### config.mk
export PLATFORM = sky130hd
export DESIGN_NAME = zq_imp_ctrl
export DESIGN_NICKNAME = d
export VERILOG_FILES = /design/src/rtl/zq_cal_pkg.sv /design/src/rtl/zq_param_decode.sv /design/src/rtl/zq_cal_seq.sv /design/src/rtl/zq_odt_ctl.sv /design/src/rtl/zq_imp_ctrl.sv
export SDC_FILE = /design/constraint.sdc
export NUM_CORES = 1
export LEC_CHECK = 0
export BUFFER_PORTS_ARGS = -buffer_cell sky130_fd_sc_hd__buf_2
export CORE_MARGIN = 10
export CORE_UTILIZATION = 51
export DETAILED_ROUTE_END_ITERATION = 12
export HOLD_SLACK_MARGIN = 0.08
export PLACE_DENSITY = 0.81
export SLEW_MARGIN = 20
export SYNTH_ARGS = -nofsm -noshare
export SYNTH_HDL_FRONTEND = slang
export SYNTH_HIERARCHICAL = 1
export SYNTH_SLANG_ARGS = --single-unit
### constraint.sdc
create_clock -name clk -period 2.1 [get_ports clk]
set_input_delay 0.42 -clock clk [delete_from_list [all_inputs] [get_ports clk]]
set_output_delay 0.42 -clock clk [all_outputs]
set_load 0.02 [all_outputs]
### src/rtl/zq_cal_pkg.sv
package zq_cal_pkg;

  localparam int DATA_W         = 32;
  localparam int DIV_W          = 4;
  localparam int CODE_W         = 20;
  localparam int PRESET_LO      = 2 * DIV_W;
  localparam int PRESET_HI      = PRESET_LO + CODE_W - 1;
  localparam int PRESET_SEL_BIT = PRESET_HI + 1;
  localparam int START_BIT      = DATA_W - 1;
  localparam int DONE_BIT       = DATA_W - 1;
  localparam int ODT_W          = 2;

  typedef enum logic [1:0] {
    ADDR_CTRL  = 2'd0,
    ADDR_STAT  = 2'd1,
    ADDR_IOCTL = 2'd2,
    ADDR_CODE  = 2'd3
  } reg_addr_e;

  typedef enum logic [1:0] {
    ST_IDLE       = 2'd0,
    ST_CAL_WAIT   = 2'd1,
    ST_PRESET_FIN = 2'd2
  } seq_state_e;

  typedef struct packed {
    logic              preset_mode;
    logic [DIV_W-1:0]  out_div;
    logic [DIV_W-1:0]  term_div;
    logic [CODE_W-1:0] preset_code;
  } zq_cmd_t;

  // Split the low part of a control word into the command fields
  function automatic zq_cmd_t decode_param(logic [PRESET_SEL_BIT:0] w);
    zq_cmd_t c;
    c.term_div    = w[DIV_W-1:0];
    c.out_div     = w[2*DIV_W-1:DIV_W];
    c.preset_code = w[PRESET_HI:PRESET_LO];
    c.preset_mode = w[PRESET_SEL_BIT] | (|w[PRESET_HI:PRESET_LO]);
    return c;
  endfunction

  // Termination enable duplicated at the bottom and top of the word
  function automatic logic [DATA_W-1:0] io_word(logic [ODT_W-1:0] odt);
    logic [DATA_W-1:0] w;
    w = '0;
    w[ODT_W-1:0] = odt;
    w[DATA_W-1 -: ODT_W] = odt;
    return w;
  endfunction

endpackage

### src/rtl/zq_param_decode.sv
module zq_param_decode
  import zq_cal_pkg::*;
(
  input  logic [PRESET_SEL_BIT:0] param_word,
  output zq_cmd_t                 cmd
);

  always_comb cmd = decode_param(param_word);

endmodule

### src/rtl/zq_cal_seq.sv
module zq_cal_seq
  import zq_cal_pkg::*;
#(
  parameter int P_DIV_W  = DIV_W,
  parameter int P_CODE_W = CODE_W
) (
  input  logic                clk,
  input  logic                rst_n,
  input  logic                start_req,
  input  zq_cmd_t             cmd,
  input  logic                cal_ack,
  input  logic [P_CODE_W-1:0] cal_result,
  output logic                cal_req,
  output logic [P_DIV_W-1:0]  cal_term_div,
  output logic [P_DIV_W-1:0]  cal_out_div,
  output logic [P_CODE_W-1:0] code,
  output logic                done,
  output logic                busy
);

  seq_state_e state;
  logic       start_taken;
  logic       start_ignored;

  assign busy          = (state != ST_IDLE);
  assign start_taken   = start_req && !busy;
  assign start_ignored = start_req && busy;

  always_ff @(posedge clk or negedge rst_n) begin
    if (!rst_n) begin
      state        <= ST_IDLE;
      cal_req      <= 1'b0;
      cal_term_div <= '0;
      cal_out_div  <= '0;
      code         <= '0;
      done         <= 1'b0;
    end else begin
      unique case (state)
        ST_IDLE: begin
          if (start_req) begin
            done <= 1'b0;
            if (cmd.preset_mode) begin
              code  <= cmd.preset_code;
              state <= ST_PRESET_FIN;
            end else begin
              cal_term_div <= cmd.term_div;
              cal_out_div  <= cmd.out_div;
              cal_req      <= 1'b1;
              state        <= ST_CAL_WAIT;
            end
          end
        end
        ST_CAL_WAIT: begin
          if (cal_ack) begin
            code    <= cal_result;
            cal_req <= 1'b0;
            done    <= 1'b1;
            state   <= ST_IDLE;
          end
        end
        ST_PRESET_FIN: begin
          done  <= 1'b1;
          state <= ST_IDLE;
        end
        default: state <= ST_IDLE;
      endcase
    end
  end

  assert_req_hold_R2: assert property (@(posedge clk) disable iff (!rst_n)
    (cal_req && !cal_ack) |=> (cal_req && $stable(cal_term_div) && $stable(cal_out_div)));

  assert_ack_capture_R3: assert property (@(posedge clk) disable iff (!rst_n)
    (cal_req && cal_ack) |=> (done && !cal_req && code == $past(cal_result)));

  assert_preset_no_req_R4: assert property (@(posedge clk) disable iff (!rst_n)
    (start_taken && cmd.preset_mode) |=> !cal_req);

  assert_preset_done_R6: assert property (@(posedge clk) disable iff (!rst_n)
    (state == ST_PRESET_FIN) |=> (done && !busy && $stable(code)));

  assert_start_clears_R7: assert property (@(posedge clk) disable iff (!rst_n)
    start_taken |=> !done);

  assert_busy_ignore_R8: assert property (@(posedge clk) disable iff (!rst_n)
    start_ignored |=> ($stable(cal_term_div) && $stable(cal_out_div)));

endmodule

### src/rtl/zq_odt_ctl.sv
module zq_odt_ctl
  import zq_cal_pkg::*;
#(
  parameter int P_ODT_W = ODT_W
) (
  input  logic               clk,
  input  logic               rst_n,
  input  logic               wr,
  input  logic [P_ODT_W-1:0] wdata,
  output logic [P_ODT_W-1:0] odt
);

  always_ff @(posedge clk or negedge rst_n) begin
    if (!rst_n) odt <= '0;
    else if (wr) odt <= wdata;
  end

  assert_odt_write_only_R10: assert property (@(posedge clk) disable iff (!rst_n)
    !wr |=> $stable(odt));

endmodule

### src/rtl/zq_imp_ctrl.sv
module zq_imp_ctrl
  import zq_cal_pkg::*;
(
  input  logic              clk,
  input  logic              rst_n,
  input  logic              reg_wr,
  input  logic [1:0]        reg_addr,
  input  logic [DATA_W-1:0] reg_wdata,
  output logic [DATA_W-1:0] reg_rdata,
  output logic              cal_req,
  output logic [DIV_W-1:0]  cal_term_div,
  output logic [DIV_W-1:0]  cal_out_div,
  input  logic              cal_ack,
  input  logic [CODE_W-1:0] cal_result,
  output logic              odt_dq_en,
  output logic              odt_dqs_en,
  output logic [CODE_W-1:0] imp_code
);

  reg_addr_e         addr_q;
  logic [DATA_W-2:0] cfg_q;
  logic              ctrl_wr;
  logic              ioctl_wr;
  logic              start_req;
  zq_cmd_t           cmd;
  logic              done;
  logic              busy;
  logic [ODT_W-1:0]  odt;

  assign addr_q    = reg_addr_e'(reg_addr);
  assign ctrl_wr   = reg_wr && (addr_q == ADDR_CTRL);
  assign ioctl_wr  = reg_wr && (addr_q == ADDR_IOCTL);
  assign start_req = ctrl_wr && reg_wdata[START_BIT];

  always_ff @(posedge clk or negedge rst_n) begin
    if (!rst_n) cfg_q <= '0;
    else if (ctrl_wr) cfg_q <= reg_wdata[DATA_W-2:0];
  end

  zq_param_decode u_decode (
    .param_word (reg_wdata[PRESET_SEL_BIT:0]),
    .cmd        (cmd)
  );

  zq_cal_seq #(.P_DIV_W(DIV_W), .P_CODE_W(CODE_W)) u_seq (
    .clk          (clk),
    .rst_n        (rst_n),
    .start_req    (start_req),
    .cmd          (cmd),
    .cal_ack      (cal_ack),
    .cal_result   (cal_result),
    .cal_req      (cal_req),
    .cal_term_div (cal_term_div),
    .cal_out_div  (cal_out_div),
    .code         (imp_code),
    .done         (done),
    .busy         (busy)
  );

  zq_odt_ctl #(.P_ODT_W(ODT_W)) u_odt (
    .clk   (clk),
    .rst_n (rst_n),
    .wr    (ioctl_wr),
    .wdata (reg_wdata[ODT_W-1:0]),
    .odt   (odt)
  );

  assign odt_dq_en  = odt[0];
  assign odt_dqs_en = odt[1];

  always_comb begin
    reg_rdata = '0;
    unique case (addr_q)
      ADDR_CTRL:  reg_rdata = {1'b0, cfg_q};
      ADDR_STAT: begin
        reg_rdata[DONE_BIT] = done;
        reg_rdata[0]        = busy;
      end
      ADDR_IOCTL: reg_rdata = io_word(odt);
      ADDR_CODE:  reg_rdata = done ? DATA_W'(imp_code) : '0;
      default:    reg_rdata = '0;
    endcase
  end

  assert_code_hidden_R11: assert property (@(posedge clk) disable iff (!rst_n)
    (addr_q == ADDR_CODE && !done) |-> (reg_rdata == '0));

endmodule

After elaboration in Yosys (flattened, before gate mapping)
Index checks and enable logic that the tools add are counted.
{"block": "op_classes", "n_eq_ne": 9, "muxes": 19, "bitwise": 2, "reduce_logical": 14}
{"cell": "$pmux W30 S3", "count": 1}
{"cell": "$mux W20", "count": 4}
{"cell": "$pmux W20 S2", "count": 1}
{"cell": "$reduce_or A20 Y1", "count": 1}
{"cell": "$ne A2 B2 Y1 const B", "count": 4}
{"cell": "$pmux W1 S4", "count": 2}
{"cell": "$reduce_and A4 Y1", "count": 2}
{"cell": "$eq A2 B2 Y1 const B", "count": 3}
{"cell": "$mux W2", "count": 3}
{"cell": "$reduce_and A3 Y1", "count": 2}
{"cell": "$mux W1", "count": 5}
{"cell": "$eq A2 B1 Y1 const B", "count": 2}
{"cell": "$logic_not A2 Y1", "count": 2}
{"cell": "$pmux W2 S2", "count": 1}
{"cell": "$reduce_bool A2 Y1", "count": 2}
{"cell": "$logic_and A1 B1 Y1", "count": 3}
{"cell": "$pmux W1 S3", "count": 1}
{"cell": "$reduce_bool A3 Y1", "count": 1}
{"cell": "$pmux W1 S2", "count": 1}
{"cell": "$reduce_and A2 Y1", "count": 1}
{"cell": "$not A1 Y1", "count": 1}
{"cell": "$or A1 B1 Y1", "count": 1}
{"block": "totals", "regBits": 65, "elab_cells": 52}

Longest topological paths before layout
{"block": "logic_depth", "ltp_word": 5, "mapped_depth": 8}

By module
The synthesis kept the hierarchy.
{"module": "zq_imp_ctrl", "instances": 1, "cells_per_inst": 120, "area_each_um2": 1662.8, "seq_area_each_um2": 775.7}
{"module": "zq_cal_seq", "instances": 1, "cells_per_inst": 109, "area_each_um2": 1545.2, "seq_area_each_um2": 800.8}
{"module": "zq_param_decode", "instances": 1, "cells_per_inst": 35, "area_each_um2": 255.2, "seq_area_each_um2": 0.0}
{"module": "zq_odt_ctl", "instances": 1, "cells_per_inst": 4, "area_each_um2": 72.6, "seq_area_each_um2": 50.0}

Worst setup path after synthesis
OpenSTA, ideal clock, no wires.
{"block": "synth_path", "kind": "input -> register", "from": "input reg_wdata[13]", "to": "register u_seq.cal_out_div[0]", "setup_time_ns": 0.125, "arrival_ns": 2.113, "t_required_ns": 1.975, "setup_slack_ns": -0.137, "cell_stages": 5, "path_cell_list": "or4_1 -> or4_1 -> nor2b_1 -> nand2_1 -> mux2_2"}
{"item": "start, declared", "line_no": "zq_imp_ctrl.sv:8", "rtl": "input logic [DATA_W-1:0] reg_wdata,"}
{"item": "end signal, assigned", "line_no": "zq_cal_seq.sv:47", "rtl": "cal_out_div <= cmd.out_div;"}
{"item": "end, declared", "line_no": "zq_cal_seq.sv:15", "rtl": "output logic [P_DIV_W-1:0] cal_out_div,"}

==> results.yml <==
drt:
  number_of_antenna_violating_nets_in_the_routed_design: 0
  per_cell_routed_wire_length_um: 20.4
  num_vias: 2593
  via_per_inst: 5.39
  totalWireLength_um: 9790
  detail_route.first_pass.iterations: 6
  violation_count_after_the_first_detailed_route_iteration: 83
  drt_drc_violations_left: 0
timing:
  min_period_over_period: 0.991
  finalHoldViolCount: 0
  tightest_slew_ns: 0.440
  final_period_minus_worst_setup_slack_ns: 2.08
  slew-limit-headroom: 0.705
  maxSlewViolCount: 0
  rsz_0062_raised_after_global_routing: "false"
  fmax_mhz: 481
  setup_viols_final: 0
  worst_slack_ns: 0.0191
  totalNegativeSetupSlack_ns: 0
  skew_ns: 0.00854
cells_and_area:
  layout.nets: 456
  syn2layout_area_growth_pct: 28.2
  final_layout_size_suffix_gt1_frac: 0.668
power_and_ir_drop:
  fin_total_pwr_mw: 5.01
  ir_worst_vdd_v: 0.000696
  powerDensity_mw_per_mm2: 1100
  p_leak_nw: 2.29
placement:
  detailedPlace.worstSlack_ns: -0.354
  portBuffers: 120
  dp_hpwl_um: 7190
  replace_congestion: 0.812
logic_synthesis:
  yosysWarnings: 6
  post_synth_num_cell_types: 32
  synthesis.area_mm2: 0.00354
  syn-mean-instance-area_um2: 13.2
  ys_ff_latch: 65
  syn_nets: 329
  ys_seq_area_frac: 0.460
  synthCells: 268
grt:
  global_route_wire_length_before_repair_um: 15100
  antenna_found_initial: 1
  groute.usage.overall: 0.186
  number_of_global_route_vias_before_repair: 2902
  grt_start_max_net_pins: 66
  grt_overflow: 0
clock_tree:
  cts_hold_buf: 0
  clock_sinks: 65
  cts_tree: "yes"
  clockRootBuffer: "sky130_fd_sc_hd__clkbuf_8"
  clock_insertion_delay_worst_skew_ns: 0.35
  clock_tree.buffer_depth: 2
  cts_buffers: 9
  clkTransAtPathRegs_ns: 0.07
  htree_num_levels: 3
critical_path:
  timing_worst_setup_path_type: "in2reg"
  worst-path-max-fanout: 10
  crit_path_start_kind: "input pin"
  worstSetupEndpointType: "flop"
  worst-endpoint-required_ns: 2.33
  ff2ff_setup_slack_ns: 0.16
  worstPathArrival_ns: 2.31
run_status:
  outcome: "completed"
worst_hold_path:
  hold_class: "in2async"
floorplan:
  initial_utilization: 0.523
  ios: 121
  dieArea_mm2: 0.0107
  fp-row-count: 30
  die_h_um: 103
  area_inside_the_core_boundary_mm2: 0.00676
  dieWidth_um: 103
run:
  max-cap-violations: 0
[sequential cells by signal, indices dropped and copies added, names as in the netlist]
signal              cells
u_seq/cal_term_div      4
u_seq/cal_out_div       4
u_odt/odt               2
u_seq/cal_req           1
u_seq/code             20
u_seq/state             2
u_seq/done              1
cfg_q                  31
[cells by family after synthesis]
logic type / count (synthesis) / share of synthesized area
AOI/OAI and AO/OA: 29 / 0.0655
adders and majority gates: 3 / 0.0106
buffers and inverters: 49 / 0.0998
DFF: 65 / 0.460
muxes: 85 / 0.301
and+or+nand+nor: 37 / 0.0630
[critical path, cell delays in order]
cell                       delay (ns)
sky130_fd_sc_hd__buf_2           0.10
sky130_fd_sc_hd__or4_1           0.57
sky130_fd_sc_hd__or4_4           0.53
sky130_fd_sc_hd__nand2_2         0.15
sky130_fd_sc_hd__a211oi_4        0.09
sky130_fd_sc_hd__buf_12          0.17
sky130_fd_sc_hd__mux2_2          0.27
[layout by cell type, fill, tap and decap left out, types with 4 or more instances in the layout]
cell type | Yosys | final
sky130_fd_sc_hd__mux2i_1 | 4 | 4
sky130_fd_sc_hd__a22o_1 | 18 | 18
sky130_fd_sc_hd__inv_1 | 6 | 4
sky130_fd_sc_hd__dfrtp_1 | 65 | 65
sky130_fd_sc_hd__and2_1 | 10 | 10
sky130_fd_sc_hd__buf_4 | 29 | 34
sky130_fd_sc_hd__mux2_4 | 30 | 30
sky130_fd_sc_hd__buf_12 | 0 | 5
sky130_fd_sc_hd__clkbuf_8 | 0 | 9
sky130_fd_sc_hd__mux2_2 | 51 | 51
sky130_fd_sc_hd__buf_2 | 6 | 119
[synth_stat cells]
library cell / instances / area, um^2
sky130_fd_sc_hd__a211oi_1: 1 / 7.51
sky130_fd_sc_hd__a211oi_2: 1 / 12.5
sky130_fd_sc_hd__a21oi_1: 3 / 15.0
sky130_fd_sc_hd__a22o_1: 18 / 158
sky130_fd_sc_hd__a31oi_1: 1 / 6.26
sky130_fd_sc_hd__and2_1: 10 / 62.6
sky130_fd_sc_hd__and2_4: 1 / 8.76
sky130_fd_sc_hd__and3_1: 2 / 12.5
sky130_fd_sc_hd__buf_2: 6 / 30.0
sky130_fd_sc_hd__buf_4: 29 / 218
sky130_fd_sc_hd__buf_6: 4 / 45.0
sky130_fd_sc_hd__buf_8: 2 / 30.0
sky130_fd_sc_hd__clkbuf_1: 2 / 7.51
sky130_fd_sc_hd__dfrtp_1: 65 / 1630
sky130_fd_sc_hd__ha_1: 3 / 37.5
sky130_fd_sc_hd__inv_1: 6 / 22.5
sky130_fd_sc_hd__mux2_2: 51 / 574
sky130_fd_sc_hd__mux2_4: 30 / 450
sky130_fd_sc_hd__mux2i_1: 4 / 40.0
sky130_fd_sc_hd__nand2_1: 5 / 18.8
sky130_fd_sc_hd__nand2b_1: 1 / 6.26
sky130_fd_sc_hd__nand3b_1: 1 / 7.51
sky130_fd_sc_hd__nand4_1: 2 / 12.5
sky130_fd_sc_hd__nor2_1: 3 / 11.3
sky130_fd_sc_hd__nor2_2: 1 / 6.26
sky130_fd_sc_hd__nor2b_1: 3 / 18.8
sky130_fd_sc_hd__nor2b_4: 1 / 13.8
sky130_fd_sc_hd__nor3_1: 2 / 10.0
sky130_fd_sc_hd__nor4_1: 3 / 18.8
sky130_fd_sc_hd__o21ai_0: 3 / 15.0
sky130_fd_sc_hd__o2bb2ai_1: 2 / 17.5
sky130_fd_sc_hd__or4_1: 2 / 15.0
[metal layers]
metal | wire length [um] | GRT usage
met1 | 3960 | 0.213
met2 | 4940 | 0.312
met3 | 679 | 0.0671
met4 | 209 | 0.0663
met5 | 0 | 0
[where the power goes]
group | switching [mW] | internal [mW] | leakage (nW)
Sequential | 0.257 | 1.59 | 0.784
Combinational | 1.03 | 0.953 | 1.39
Clock | 0.505 | 0.667 | 0.109
[per-stage QoR]
stage                     utilization  hold WS, ns  std cells  instance area, um^2
after detailed placement        0.627        0.465        462                 4240
after floorplan                     -        0.124        268                 3550
after CTS                       0.663       0.0873        479                 4480
final                           0.671       0.0705        481                 4530
after global placement          0.627        0.462        462                 4240
after global routing            0.671       0.0919        480                 4530
[final timing paths]
kind	to	start	cells past startpoint
max in group asynchronous	u_seq/code[17]	rst_n	2
max	u_seq/code[14]	reg_wdata[13]	7
max reg2reg	u_seq/code[14]	u_seq/state[1]	6
min reg2reg	u_seq/cal_term_div[2]	u_seq/cal_term_div[2]	1
min	u_seq/cal_term_div[0]	rst_n	2
min in group clk	cfg_q[29]	reg_wdata[29]	2
[what timing repair did]
action	4_1_cts	5_1_grt
pin swaps	1	3
setup buffers	0	2
cloned	1	0
setup endpoints to repair	21	22
resized for setup	3	5
[final cells by class]
class                   count  area, um^2
fillers                   487        2220
flip-flops and latches     65        1630
multi-input cells         155        1610
diodes                      1        2.50
repair buffers            158         951
clock buffers               9         124
clock inverters             7        95.1
inverters                   6        22.5
well taps                  80         100
Note: power is estimated with default switching activity, not from simulation.
